[src/rtl/mm_timer_pkg.sv]
package mm_timer_pkg;
  // Control register field positions (software-visible encoding).
  localparam int CTL_W     = 11;
  localparam int CB_MODE   = 0;
  localparam int CB_DOWN   = 1;
  localparam int CB_GEN    = 2;
  localparam int CB_CAPT   = 3;
  localparam int CB_RELOAD = 4;
  localparam int CB_LDBIT  = 5;
  localparam int CB_IEN    = 6;
  localparam int CB_RUN    = 7;
  localparam int CB_FLAG   = 8;
  localparam int CB_PWM    = 9;
  localparam int CB_ALL    = 10;

  // Per-channel word map.
  localparam int SLOT_BITS = 2;
  localparam int MAX_CH    = 2;
  localparam int ADDR_W    = SLOT_BITS + $clog2(MAX_CH);

  typedef enum logic [SLOT_BITS-1:0] {
    SLOT_CTL   = 2'd0,
    SLOT_LOAD  = 2'd1,
    SLOT_CNT   = 2'd2,
    SLOT_SPARE = 2'd3
  } slot_e;
endpackage

[src/rtl/mm_timer_chan.sv]
module mm_timer_chan
  import mm_timer_pkg::*;
#(
  parameter int DW = 32
) (
  input  logic             clk,
  input  logic             rst,
  input  logic             ctl_we,
  input  logic             load_we,
  input  logic [DW-1:0]    wdata,
  output logic [CTL_W-1:0] ctl_rd,
  output logic [DW-1:0]    load_rd,
  output logic [DW-1:0]    cnt_rd,
  output logic             run_o,
  output logic             flag_o,
  output logic             ien_o,
  output logic             down_o
);
  logic [CTL_W-1:0] ctl_r;
  logic [DW-1:0]    load_r, cnt_r;
  logic             run_r, flag_r;
  logic             down, at_term, expire, clr;

  assign down    = ctl_r[CB_DOWN];
  // Terminal is reached on this edge when the count is one step away or already there.
  assign at_term = down ? (cnt_r[DW-1:1] == '0) : (&cnt_r[DW-1:1]);
  assign expire  = run_r & at_term;
  assign clr     = ctl_we & wdata[CB_FLAG];

  always_ff @(posedge clk) begin
    if (rst) begin
      ctl_r  <= '0;
      load_r <= '0;
      cnt_r  <= '0;
      run_r  <= 1'b0;
      flag_r <= 1'b0;
    end else begin
      flag_r <= (flag_r & ~clr) | expire;
      if (load_we) load_r <= wdata;
      if (ctl_we) begin
        ctl_r <= wdata[CTL_W-1:0] & ~(CTL_W'(1) << CB_FLAG);
        if (wdata[CB_RUN]) begin
          run_r <= 1'b1;
          cnt_r <= load_r;
        end else begin
          run_r <= 1'b0;
        end
      end else if (expire) begin
        if (ctl_r[CB_RELOAD]) begin
          cnt_r <= load_r;
        end else begin
          cnt_r <= down ? '0 : '1;
          run_r <= 1'b0;
        end
      end else if (run_r) begin
        cnt_r <= down ? cnt_r - DW'(1) : cnt_r + DW'(1);
      end
    end
  end

  always_comb begin
    ctl_rd          = ctl_r;
    ctl_rd[CB_FLAG] = flag_r;
  end

  assign load_rd = load_r;
  assign cnt_rd  = cnt_r;
  assign run_o   = run_r;
  assign flag_o  = flag_r;
  assign ien_o   = ctl_r[CB_IEN];
  assign down_o  = down;
endmodule

[src/rtl/mm_timer_decode.sv]
module mm_timer_decode
  import mm_timer_pkg::*;
#(
  parameter int AW     = ADDR_W,
  parameter int NUM_CH = 2
) (
  input  logic [AW-1:0]           addr,
  input  logic                    wr,
  output logic                    hit,
  output logic [AW-SLOT_BITS-1:0] ch_sel,
  output slot_e                   slot,
  output logic [NUM_CH-1:0]       ctl_we,
  output logic [NUM_CH-1:0]       load_we
);
  localparam int CH_W = AW - SLOT_BITS;

  assign ch_sel = addr[AW-1:SLOT_BITS];
  assign slot   = slot_e'(addr[SLOT_BITS-1:0]);
  assign hit    = (int'(ch_sel) < NUM_CH);

  for (genvar c = 0; c < NUM_CH; c++) begin : g_we
    assign ctl_we[c]  = wr && hit && (ch_sel == CH_W'(c)) && (slot == SLOT_CTL);
    assign load_we[c] = wr && hit && (ch_sel == CH_W'(c)) && (slot == SLOT_LOAD);
  end
endmodule

[src/rtl/mm_timer_irq.sv]
module mm_timer_irq #(
  parameter int N = 2
) (
  input  logic         clk,
  input  logic         rst,
  input  logic [N-1:0] req,
  output logic         irq_o
);
  logic irq_q;

  always_ff @(posedge clk) begin
    if (rst) irq_q <= 1'b0;
    else     irq_q <= |req;
  end

  assign irq_o = irq_q;
endmodule

[src/rtl/mm_timer_pair.sv]
module mm_timer_pair
  import mm_timer_pkg::*;
#(
  parameter int DW     = 32,
  parameter bit SINGLE = 1'b0
) (
  input  logic              clk,
  input  logic              rst,
  input  logic [ADDR_W-1:0] bus_addr,
  input  logic              bus_wr,
  input  logic [DW-1:0]     bus_wdata,
  output logic [DW-1:0]     bus_rdata,
  output logic              irq
);
  localparam int NUM_CH = SINGLE ? 1 : 2;
  localparam int CH_W   = ADDR_W - SLOT_BITS;

  logic                          hit;
  logic [CH_W-1:0]               ch_sel;
  slot_e                         slot;
  logic [NUM_CH-1:0]             ctl_we, load_we;
  logic [NUM_CH-1:0][CTL_W-1:0]  ctl_vec;
  logic [NUM_CH-1:0][DW-1:0]     load_vec, cnt_vec;
  logic [NUM_CH-1:0]             run_vec, flag_vec, ien_vec, down_vec, req_vec;

  mm_timer_decode #(.AW(ADDR_W), .NUM_CH(NUM_CH)) u_dec (
    .addr    (bus_addr),
    .wr      (bus_wr),
    .hit     (hit),
    .ch_sel  (ch_sel),
    .slot    (slot),
    .ctl_we  (ctl_we),
    .load_we (load_we)
  );

  for (genvar c = 0; c < NUM_CH; c++) begin : g_ch
    mm_timer_chan #(.DW(DW)) u_chan (
      .clk     (clk),
      .rst     (rst),
      .ctl_we  (ctl_we[c]),
      .load_we (load_we[c]),
      .wdata   (bus_wdata),
      .ctl_rd  (ctl_vec[c]),
      .load_rd (load_vec[c]),
      .cnt_rd  (cnt_vec[c]),
      .run_o   (run_vec[c]),
      .flag_o  (flag_vec[c]),
      .ien_o   (ien_vec[c]),
      .down_o  (down_vec[c])
    );
  end

  assign req_vec = flag_vec & ien_vec;

  mm_timer_irq #(.N(NUM_CH)) u_irq (
    .clk   (clk),
    .rst   (rst),
    .req   (req_vec),
    .irq_o (irq)
  );

  always_comb begin
    bus_rdata = '0;
    for (int c = 0; c < NUM_CH; c++) begin
      if (hit && (ch_sel == CH_W'(c))) begin
        case (slot)
          SLOT_CTL:  bus_rdata = DW'(ctl_vec[c]);
          SLOT_LOAD: bus_rdata = load_vec[c];
          SLOT_CNT:  bus_rdata = cnt_vec[c];
          default:   bus_rdata = '0;
        endcase
      end
    end
  end
endmodule

[config.mk]
export PLATFORM = sky130hd
export DESIGN_NAME = mm_timer_pair
export DESIGN_NICKNAME = d
export VERILOG_FILES = /design/src/rtl/mm_timer_pkg.sv /design/src/rtl/mm_timer_chan.sv /design/src/rtl/mm_timer_decode.sv /design/src/rtl/mm_timer_irq.sv /design/src/rtl/mm_timer_pair.sv
export SDC_FILE = /design/constraint.sdc
export NUM_CORES = 1
export LEC_CHECK = 0
export ABC_CLOCK_PERIOD_IN_PS = 6900
export BUFFER_PORTS_ARGS = -buffer_cell sky130_fd_sc_hd__buf_2
export CAP_MARGIN = 40
export CORE_ASPECT_RATIO = 1.25
export CORE_MARGIN = 2
export CORE_UTILIZATION = 60
export DETAILED_ROUTE_END_ITERATION = 8
export PLACE_DENSITY_LB_ADDON = 0.3
export SLEW_MARGIN = 20
export SYNTH_ARGS = -nofsm -noshare
export SYNTH_HDL_FRONTEND = slang
export SYNTH_HIERARCHICAL = 1
export SYNTH_SLANG_ARGS = --single-unit
[constraint.sdc]
create_clock -name clk -period 6.9 [get_ports clk]
set_clock_uncertainty 0.05 [all_clocks]
set_input_delay 0 -clock clk [delete_from_list [all_inputs] [get_ports clk]]
set_output_delay 0 -clock clk [all_outputs]
set_load 0.01 [all_outputs]
## Word level (Yosys, flattened, before mapping)

Cells that the tools add are included.

- Flip-flop bits (word level): 153
- Input port bits: 38
- Output and inout bits: 33
- Word-level logic and storage cells: 79

- Add/sub/neg operators: 4
- Equality and inequality tests: 6
- Mux-type cells: 26
- Bitwise operators: 12
- Reductions and logical operators: 20

Operators by type and width:

| operator | number |
|---|---|
| $mux W32 | 15 |
| $pmux W32 S3 | 2 |
| $add A32 B1 Y32 const B | 2 |
| $sub A32 B1 Y32 const B | 2 |
| $logic_not A31 Y1 | 2 |
| $reduce_and A31 Y1 | 2 |
| $mux W1 | 9 |
| $reduce_and A2 Y1 | 4 |
| $and A1 B1 Y1 | 6 |
| $logic_and A1 B1 Y1 | 6 |
| $reduce_bool A3 Y1 | 2 |
| $ne A2 B1 Y1 const B | 2 |
| $ne A2 B2 Y1 const B | 2 |
| $reduce_bool A2 Y1 | 2 |
| $not A1 Y1 | 3 |
| $and A2 B2 Y2 | 1 |
| $eq A2 B1 Y1 const B | 1 |
| $eq A2 B2 Y1 const B | 1 |
| $logic_not A2 Y1 | 1 |
| $or A1 B1 Y1 | 2 |
| $reduce_or A2 Y1 | 1 |

## Logic depth before layout (Yosys ltp)

Gate-level depths: netlist (run 1).

- Depth after elaboration: 7
- Depth in mapped cells: 11
- Depth with buffers taken out: 9

## By module

The synthesis (run 1) kept the hierarchy.

Modules (own cells, without submodules):

| module | instances | cells an instance | area an instance (µm²) | seq. area each (µm²) |
|---|---|---|---|---|
| mm_timer_chan at g_ch[0].u_chan | 1 | 659 | 5358.9 | 1521.5 |
| mm_timer_chan at g_ch[1].u_chan | 1 | 665 | 5357.6 | 1521.5 |
| mm_timer_pair | 1 | 150 | 1122.3 | 0.0 |
| mm_timer_decode | 1 | 9 | 83.8 | 0.0 |
| mm_timer_irq | 1 | 2 | 30.0 | 20.0 |

## Worst setup path before layout (run 1)

Ideal clock, no wire load.

- Kind: reg-to-reg
- From: reg g_ch[1].u_chan.ctl_r[1]
- To: reg g_ch[1].u_chan.cnt_r[22]
- Setup time: 0.132 ns
- Data arrival time: 2.996 ns
- Required time: 6.718 ns
- Path slack: 3.722 ns
- Cell stages (with the launch flop): 10
- Buffers on the path: 0
- Period minus slack after synthesis: 3.178 ns
- Cells stage by stage: dfxtp_1 ha_1 a21o_1 a21o_1 a21o_1 a221o_1 a41o_2 a211o_1 a311oi_1 nor3_1

- Word-level cells in the longest chain between the ends: 4

Ends and longest elaborated chain:

| item | line | text |
|---|---|---|
| start, declared | mm_timer_chan.sv:19 | `logic [CTL_W-1:0] ctl_r;` |
| start signal, assigned | mm_timer_chan.sv:41 | `ctl_r <= wdata[CTL_W-1:0] & ~(CTL_W'(1) << CB_FLAG);` |
| $mux W1, or another cell as far along | mm_timer_chan.sv:26 | `assign at_term = down ? (cnt_r[DW-1:1] == '0) : (&cnt_r[DW-1:1]);` |
| $and A1 B1 Y1, or another cell as far along | mm_timer_chan.sv:27 | `assign expire = run_r & at_term;` |
| $reduce_bool A3 Y1 (no line) / $mux W32 (equally long branches) | -- |  |
| $reduce_and A2 Y1 (no line) / $mux W32 (equally long branches) | -- |  |
| end signal, assigned | mm_timer_chan.sv:44 | `cnt_r <= load_r;` |
| end signal, assigned | mm_timer_chan.sv:50 | `cnt_r <= load_r;` |
| end signal, assigned | mm_timer_chan.sv:52 | `cnt_r <= down ? '0 : '1;` |
| end, declared | mm_timer_chan.sv:20 | `logic [DW-1:0] load_r, cnt_r;` |

Parallel ways exist; a longest one is shown, timed or not. The select of a mux whose other input is x is not followed.
A chain may end at the register's enable or synchronous reset.

## Worst setup path in the final report (run 1)

- From: reg g_ch[0].u_chan.ctl_r[1]
- To: reg g_ch[0].u_chan.cnt_r[28]

- Word-level cells in the longest chain between the ends: 4

Ends and longest elaborated chain:

| item | line |
|---|---|
| start, declared | mm_timer_chan.sv:19 |
| start signal, assigned | mm_timer_chan.sv:41 |
| $mux W1, or another cell as far along | mm_timer_chan.sv:26 |
| $and A1 B1 Y1, or another cell as far along | mm_timer_chan.sv:27 |
| $reduce_bool A3 Y1 (no line) / $mux W32 (equally long branches) | -- |
| $reduce_and A2 Y1 (no line) / $mux W32 (equally long branches) | -- |
| end signal, assigned | mm_timer_chan.sv:44 |
| end signal, assigned | mm_timer_chan.sv:50 |
| end signal, assigned | mm_timer_chan.sv:52 |
| end, declared | mm_timer_chan.sv:20 |

Parallel ways exist; a longest one is shown, timed or not. The select of a mux whose other input is x is not followed.

==> impl_metrics.toml, run 1 <==
[run_status]
status = "finished clean"

[clocking]
cts_tree = "yes"
cts_made_buffers = 17
path_clk_slew_ns = 0.07
cts_sinks = 153
clock_latency_ns = 0.42
cts_max_level = 4
root_buffer = "clkbuf_16"
cts_buffer_depth = 2
cts_resized = 0

[synthesis]
ys_seq_area_share_pct = 25.63
synth_most_common_cell = "nor2_1"
synth_ff_type = "dfxtp_1"
syn_area_sq_um = 11950
synth.area.top_cells = "dfxtp_1, mux2i_1, ha_1"
yosys_warnings = 6
synth-edff-count = 0
syn_inst = 1485
synth_commonest_cells = "nor2_1, dfxtp_1, mux2i_1"
synthArstFlopShare_pct = 0
synth_area_leader_cell = "dfxtp_1"
syn_area_per_cell_sq_um = 8.049
ys_types = 92
synth_top_area_share_pct = 25.63
synth-seq-cells = 153
synth_fp_nets = 1585

[drt]
vias_per_cell = 6.820
vias = 12255
wire_per_inst_um = 21.16
dr_wl_met2_um = 17800
wl_met3_um = 2853
wl_met1_um = 15700
drc = 0
routed_wl_um = 38030
dr.pass1.iters = 6
drt_iter0_markers = 1819
highest_layer = "met4"
antenna_left = 0

[run]
cap_violations = 0

[placed_design]
dp.cells = 1731
dpl.hpwl_um = 26380
port_buffers = 70
gp_routability_congestion = 0.9310

[worst_setup_path]
reg2reg_slack_ns = 3.55
cp_slowest_stage_delay_ns = 0.46
path_class = "flip-flop to flip-flop"
cp_max_fo = 41
worstSetupStartpointType = "flip-flop"
crit_path_cell_trace = "buf_4, ha_1, a21oi_1, o2111ai_1, a211oi_1, o21ai_1, a31oi_1, o21ai_0, mux2i_1, or2_1"
slowest_stage = "a211oi_1"
critical_path_required_ns = 7.16
endpoint_kind = "flip-flop"
crit_arrival_ns = 3.61

[timing]
hold_viol_final = 0
rsz0062_at_grt = "no"
max_slew.worst_pin.slew_ns = 0.9053
period_needed_ns = 3.348
finalSetupTns_ns = 0
slew_viol_final = 0
maxSlewHeadroom_pct = 39.58
setup_viol = 0
max_freq_mhz = 298.7
post-route-period-util_pct = 48.52

[power]
p_total_uw = 2211
powerDensity_nw_per_um2 = 166.8
ir_worst_vdd_v = 0.0001791
p_leak_uw = 0.005262

[floorplan]
die-area_sq_um = 21070
coreArea_sq_um = 19470
initial_utilization_pct = 61.39
fp-row-count = 57
chipHeight_um = 161.8
dieWidth_um = 130.2
io_pins = 71

[worst_hold_path]
min_path_type = "input port to flip-flop"

[cells_and_area]
fill_cells = 1558
stdcell_count = 1797
drive_gt1_share_pct = 11.23
final_nets = 1618
area_growth_pct = 10.91
post-route-util_pct = 68.09

[global_routing]
grt_max_degree = 79
grt_usage_pct = 35.48
gr-total-overflow = 0
grt_pass1_wl_um = 60020
antenna_found_initial = 1
grt_pass1_vias = 11263
==> critical path: cells and delay by family, from the launching register on <==
family | cells | cell delay, ns
buffers and inverters | 1 | 0.44
flip-flops | 1 | 0.30
AND/OR/NAND/NOR | 1 | 0.22
adder cells (fa/ha/maj) | 1 | 0.38
AO/OA/AOI/OAI | 6 | 1.69
multiplexers | 1 | 0.14
==> per-stage QoR <==
| stage | hold slack (ns) | instance area, sq um | worst slack [ns] |
|---|---|---|---|
| after global placement | 0.2176 | 12280 | 3.381 |
| after floorplan | 0.09045 | 11950 | 3.722 |
| after detailed placement | 0.2221 | 12300 | 3.256 |
| after CTS | 0.2392 | 13230 | 3.590 |
| after global routing | 0.2887 | 13260 | 3.411 |
| final | 0.2621 | 13260 | 3.552 |
==> state kept, by name, summed over array words and instances (netlist names) <==
name / cells
g_ch.u_chan/cnt_rd: 64
g_ch.u_chan/load_rd: 64
g_ch.u_chan/ctl_r: 20
g_ch.u_chan/flag_o: 2
g_ch.u_chan/run_o: 2
u_irq/irq_o: 1
==> cells by family after synthesis <==
kind of cell	synth area share, %
DFF	25.63
adders and majority gates	6.616
buffers and inverters	4.993
and+or+nand+nor	18.53
other	0.03137
xor gates and xnor gates	3.371
AOI/OAI and AO/OA	27.88
muxes	12.96
==> cells in the final DEF, fill, tap and decap left out, drive strengths merged, types with 14 or more instances in the layout <==
cell type,Yosys,final
a211oi,28,28
a21o,26,26
a21oi,112,112
a22oi,44,44
a31oi,16,16
and3,15,15
buf,50,90
clkbuf,58,19
dfxtp,153,153
dlygate4sd3,0,32
ha,60,60
inv,23,25
mux2,14,14
mux2i,139,139
nand2,69,69
nand4,24,24
nor2,185,185
nor2b,29,29
nor3,39,39
nor4,23,23
o21a,14,14
o21ai,102,102
o22ai,25,25
xnor2,30,30
xor2,16,16
==> power by group <==
part	internal, uW	switching [uW]
registers	907	37.5
logic	115	174
clock network	583	394
total	1600	606
==> layer usage <==
layer / vias to the layer above / GRT usage, %
met5: - / 0
met3: 142 / 4.348
met4: 0 / 15.93
li1: 5668 / -
met2: 727 / 57.45
met1: 5718 / 47.14
==> final cells by class <==
| class | instances | area [sq um] | area share [%] |
|---|---|---|---|
| multi-input cells | 1200 | 8308 | 62.67 |
| clock buffers | 19 | 442.9 | 3.341 |
| clock inverters | 13 | 170.2 | 1.284 |
| repair buffers | 122 | 848.3 | 6.399 |
| well taps | 265 | 331.6 | 2.501 |
| inverters | 24 | 90.09 | 0.6796 |
| flip-flops and latches | 153 | 3063 | 23.11 |
| diodes | 1 | 2.502 | 0.01888 |
==> worst paths after layout <==
| kind | depth (start not counted) | startpoint | end |
|---|---|---|---|
| worst max-delay path | 10 | g_ch[0].u_chan/ctl_r[1] | g_ch[0].u_chan/cnt_rd[28] |
| worst min-delay path | 4 | bus_wr | g_ch[1].u_chan/load_rd[23] |
| worst min register to register | 2 | g_ch[1].u_chan/flag_o | g_ch[1].u_chan/flag_o |
| worst max register to register | 10 | g_ch[0].u_chan/ctl_r[1] | g_ch[0].u_chan/cnt_rd[28] |
==> what timing repair did <==
item,4_1_cts,5_1_grt
endpoints found under the setup margin,0,0
hold buffers,32,0
endpoints found under the hold margin,88,0
setup buffers,0,0
No activity file was read; power rests on OpenSTA's default activity.
==> run 2, diff against run 1 <==
- ABC_CLOCK_PERIOD_IN_PS: 6900 -> 3100
- clock period: 6.9 -> 3.1 ns (I/O delays scaled with it)
==> impl_metrics.toml, run 2 (same netlist as run 1, synthesis figures left out) <==
[worst_setup_path]
endpoint_kind = "flip-flop"
crit_arrival_ns = 3.33
rr_worst_depth = 8
worstSetupStartpointType = "flip-flop"
cp_slowest_stage_delay_ns = 0.47
r2r-start = "g_ch[0].u_chan/cnt_rd[16]"
crit_path_cell_trace = "nor4_1, nand4_1, o2bb2a_4, nand2b_4, a211oi_1, or3b_2, mux2i_1, or2_1"
slowest_stage = "a211oi_1"
cp_top_family = "simple AND/OR/NAND/NOR gates"
cp_num_buf_inv = 0
cp_max_fo = 20
critical_path_required_ns = 3.36
reg2reg_slack_ns = 0.04
cp.depth = 8
path_class = "flip-flop to flip-flop"
timing.rr.end = "g_ch[0].u_chan/cnt_rd[28]"

[cells_and_area]
area_growth_pct = 12.65
drive_gt1_share_pct = 13.24
mostFrequentLayoutCell = "nor2_1"
stdcell_count = 1828
n_antenna_cell = 0
final_cell_mix = "nor2_1, dfxtp_1, mux2i_1"
final_nets = 1650

[placed_design]
dpl.hpwl_um = 27590
port_buffers = 70
pre_cts_ws_ns = 0.1072
dp.cells = 1765
gp_routability_congestion = 0.9602

[timing]
setup_ws_ns = 0.03772
slew_viol_final = 0
finalSetupTns_ns = 0
maxSlewHeadroom_pct = 38.56
setup_viol = 0
post-route-period-util_pct = 98.78
max_slew.worst_pin.slew_ns = 0.9216
hold_viol_final = 0
max_freq_mhz = 326.6
period_needed_ns = 3.062
rsz0062_at_grt = "no"

[drt]
drt_iter0_markers = 1755
wire_per_inst_um = 21.48
dr.pass1.iters = 6
routed_wl_um = 39260
vias_per_cell = 6.842
vias = 12508
antenna_left = 0
drc = 0

[global_routing]
grt_pass1_vias = 11687
grt_usage_pct = 36.58
gr-total-overflow = 0
antenna_found_initial = 0
grt_max_degree = 62
grt_pass1_wl_um = 61520

[floorplan]
dieWidth_um = 130.2
io_pins = 71
initial_utilization_pct = 61.39
chipHeight_um = 161.8
coreArea_sq_um = 19470
fp-row-count = 57
die-area_sq_um = 21070

[power]
ir_worst_vdd_v = 0.0003335
switching_share_pct = 29.84
p_leak_uw = 0.005402
seqPwrFrac_pct = 43.9
p_clk_share_pct = 42.0
power.switching_uw = 1426
p_total_uw = 4779
powerDensity_nw_per_um2 = 355.0
power_frac_comb_pct = 14.1
internal_power_uw = 3353

[clocking]
cts_max_level = 4
path_clk_slew_ns = 0.07
cts_buffer_depth = 2
cts_sinks = 153
root_buffer = "clkbuf_16"
cts_made_buffers = 17
clock_latency_ns = 0.43
cts_tree = "yes"

[worst_hold_path]
worstHoldEndpoint = "g_ch[1].u_chan/ctl_r[2]"
hp-start = "rst"
worstHoldPathCells = 2
min_path_type = "input port to flip-flop"

[run]
cap_violations = 0

[run_status]
status = "finished clean"
==> run 2: cell types whose count changed in the layout (fill, tap and decap cells not counted), sizes merged <==
cell	before	now
bufinv	3	0
dlygate4sd3	32	31
clkinv	6	3
diode	1	0
buf	90	123
clkinvlp	3	4
inv	25	30
==> run 2: through the flow <==
step | hold WS, ns | utilization, % | cell area, sq um
3_5_place_dp | 0.2230 | 64.69 | 12590
5_1_grt | 0.07532 | 69.15 | 13460
2_1_floorplan | 0.09045 | - | 11950
6_report | 0.02787 | 69.15 | 13460
4_1_cts | 0.05177 | 69.12 | 13460
3_3_place_gp | 0.2091 | 64.69 | 12590
==> run 2: worst reg2reg max path, delay by kind of cell, from the launching register on <==
family | cells | cell delay (ns)
compound gates | 2 | 0.91
mux | 1 | 0.05
simple gates | 5 | 1.54
flops | 1 | 0.41
==> run 2: timing repair <==
item	CTS	global route
endpoints found under the setup margin	0	8
buffers inserted	0	0
hold endpoints to repair	82	0
hold buffers	31	0
gates resized for setup	0	2
==> run 2: how the worst max path moves through the flow <==
stage                              start                         to
2_1_floorplan    g_ch[0].u_chan/ctl_r[1]  g_ch[0].u_chan/cnt_rd[28]
3_3_place_gp     g_ch[1].u_chan/ctl_r[1]  g_ch[1].u_chan/cnt_rd[29]
3_5_place_dp     g_ch[1].u_chan/ctl_r[1]  g_ch[1].u_chan/cnt_rd[29]
4_1_cts          g_ch[1].u_chan/ctl_r[1]  g_ch[1].u_chan/cnt_rd[29]
5_1_grt          g_ch[0].u_chan/ctl_r[1]  g_ch[0].u_chan/cnt_rd[29]
6_report       g_ch[0].u_chan/cnt_rd[16]  g_ch[0].u_chan/cnt_rd[28]
==> run 2: area by class of cell <==
| class | instances | area [sq um] |
|---|---|---|
| timing repair buffer | 154 | 1111 |
| tap | 265 | 331.6 |
| multi-input combinational | 1200 | 8313 |
| inverter | 24 | 90.09 |
| clock inverter | 13 | 108.9 |
| clock buffer | 19 | 442.9 |
| sequential | 153 | 3067 |
| fill | 1528 | 6006 |
==> run 2: power by group through the flow <==
stage                     Combinational (uW)  Sequential [uW]  Clock (uW)
after global placement                   601             2140           0
after CTS                                647             2090        1990
after floorplan                          438             2110           0
final                                    674             2100        2010
after global routing                     717             2100        2070
after detailed placement                 611             2140           0
==> run 2: per-layer routing <==
layer / wire (um) / GRT usage [%]
met3: 3286 / 5.698
met2: 18400 / 60.09
met4: 2121 / 18.13
met1: 15450 / 46.41
met5: 0 / 0
==> run 3, diff against run 2 <==
- ABC_CLOCK_PERIOD_IN_PS: 3100 -> 2800
- CORE_UTILIZATION: 60 -> 57
- clock period: 3.1 -> 2.8 ns (I/O delays scaled with it)
==> impl_metrics.toml, run 3 (same netlist as run 1, synthesis figures left out) <==
[worst_setup_path]
rr_worst_depth = 9
timing.rr.end = "g_ch[1].u_chan/cnt_rd[22]"
worstSetupStartpointType = "flip-flop"
reg2reg_slack_ns = 0.04
cp_max_fo = 17
path_class = "flip-flop to flip-flop"
endpoint_kind = "flip-flop"
crit_arrival_ns = 2.99
critical_path_required_ns = 3.03
r2r-start = "g_ch[1].u_chan/ctl_r[1]"

[drt]
vias = 12621
drt_iter0_markers = 1646
vias_per_cell = 6.556
dr.pass1.iters = 7
drc = 0
wire_per_inst_um = 20.84
antenna_left = 0
routed_wl_um = 40110

[worst_hold_path]
hp-start = "rst"
worstHoldEndpoint = "g_ch[1].u_chan/cnt_rd[2]"
min_path_type = "input port to flip-flop"
worstHoldPathCells = 2

[placed_design]
dpl.hpwl_um = 28630
gp_routability_congestion = 0.9088
dp.cells = 1854
port_buffers = 70
pre_cts_ws_ns = -0.1428

[run_status]
status = "finished clean"

[floorplan]
dieWidth_um = 133.5
initial_utilization_pct = 57.83
chipHeight_um = 165.9
fp-row-count = 59
coreArea_sq_um = 20670
die-area_sq_um = 22150
io_pins = 71

[clocking]
cts_max_level = 4
cts_tree = "yes"
path_clk_slew_ns = 0.07
cts_buffer_depth = 2
root_buffer = "clkbuf_16"
cts_sinks = 153
clock_latency_ns = 0.43
cts_made_buffers = 17

[timing]
post-route-period-util_pct = 98.57
max_freq_mhz = 362.3
max_slew.worst_pin.slew_ns = 0.7600
hold_viol_final = 0
period_needed_ns = 2.760
setup_ws_ns = 0.04010
maxSlewHeadroom_pct = 49.33
rsz0062_at_grt = "yes"
slew_viol_final = 0
hold_slack_ns = 0.02653
setup_viol = 0

[cells_and_area]
final_cell_mix = "nor2_1, dfxtp_1, mux2i_1"
multiInputGateArea_sq_um = 8549
seq_area_sq_um = 3070
n_antenna_cell = 0
post-route-util_pct = 69.88
final_nets = 1738
mostFrequentLayoutCell = "nor2_1"
area_growth_pct = 20.84
drive_gt1_share_pct = 20.29
stdcell_count = 1925
fill_cells = 1656

[power]
power.switching_uw = 1569
power_frac_comb_pct = 14.5
p_leak_uw = 0.005909
ir_worst_vdd_v = 0.0004687
seqPwrFrac_pct = 41.6
powerDensity_nw_per_um2 = 385.5
switching_share_pct = 28.18
p_clk_share_pct = 44.0
internal_power_uw = 3999

[global_routing]
grt_pass1_vias = 11919
antenna_found_initial = 0
gr-total-overflow = 0
grt_max_degree = 60
grt_usage_pct = 34.54
grt_pass1_wl_um = 62360

[run]
cap_violations = 0
run 3: power groups by stage:
stage	Combinational (uW)	Sequential [uW]	Clock (uW)
after floorplan	484	2340	0
final	806	2310	2450
after global placement	715	2360	0
after global routing	863	2320	2530
after detailed placement	726	2360	0
after CTS	769	2310	2450
run 3: worst max-delay path by stage:
stage	startpoint	end	slack, ns
2_1_floorplan	g_ch[1].u_chan/ctl_r[1]	g_ch[1].u_chan/cnt_rd[22]	-0.03
3_3_place_gp	g_ch[0].u_chan/ctl_r[1]	g_ch[0].u_chan/cnt_rd[28]	-0.1
3_5_place_dp	g_ch[1].u_chan/ctl_r[1]	g_ch[1].u_chan/cnt_rd[22]	-0.14
4_1_cts	g_ch[1].u_chan/ctl_r[1]	g_ch[1].u_chan/cnt_rd[22]	0.002
5_1_grt	g_ch[1].u_chan/ctl_r[1]	g_ch[1].u_chan/cnt_rd[18]	-0.13
6_report	g_ch[1].u_chan/ctl_r[1]	g_ch[1].u_chan/cnt_rd[22]	0.04
run 3: per-layer routing:
metal,GRT usage [%],vias up,wire length [um]
li1,-,5897,-
met1,43.40,5927,15950
met2,58.09,649,19160
met3,4.365,148,2933
met4,17.35,0,2061
met5,0,-,0
run 3: worst max-delay path, cell delays in order, from the launching register on:
cell,delay [ns]
dfxtp_4,0.49
buf_8,0.21
ha_1,0.28
a21o_1,0.17
a21o_1,0.18
a221o_1,0.31
a41o_4,0.28
a211o_1,0.26
a311oi_1,0.30
nor3_1,0.08
run 3: layout make-up:
class / count / area share, %
timing repair buffer: 242 / 12.31
tap: 274 / 2.374
multi-input combinational: 1200 / 59.19
clock inverter: 14 / 1.273
sequential: 153 / 21.26
inverter: 24 / 0.6237
clock buffer: 18 / 2.971
run 3: repair_timing:
item,CTS,global route
gates cloned,0,0
hold endpoints to repair,82,0
setup endpoints to repair,20,31
gates resized for setup,6,59
pin swaps,1,17
buffers inserted,1,7
hold buffers,31,0
run 3: through the flow:
stage | instance area [sq um] | TNS [ns] | power (uW)
3_3_place_gp | 13200 | -0.2828 | 3073
3_5_place_dp | 13200 | -0.6157 | 3086
6_report | 14440 | 0 | 5569
2_1_floorplan | 11960 | -0.02742 | 2821
4_1_cts | 14150 | 0 | 5529
5_1_grt | 14440 | -0.6024 | 5714
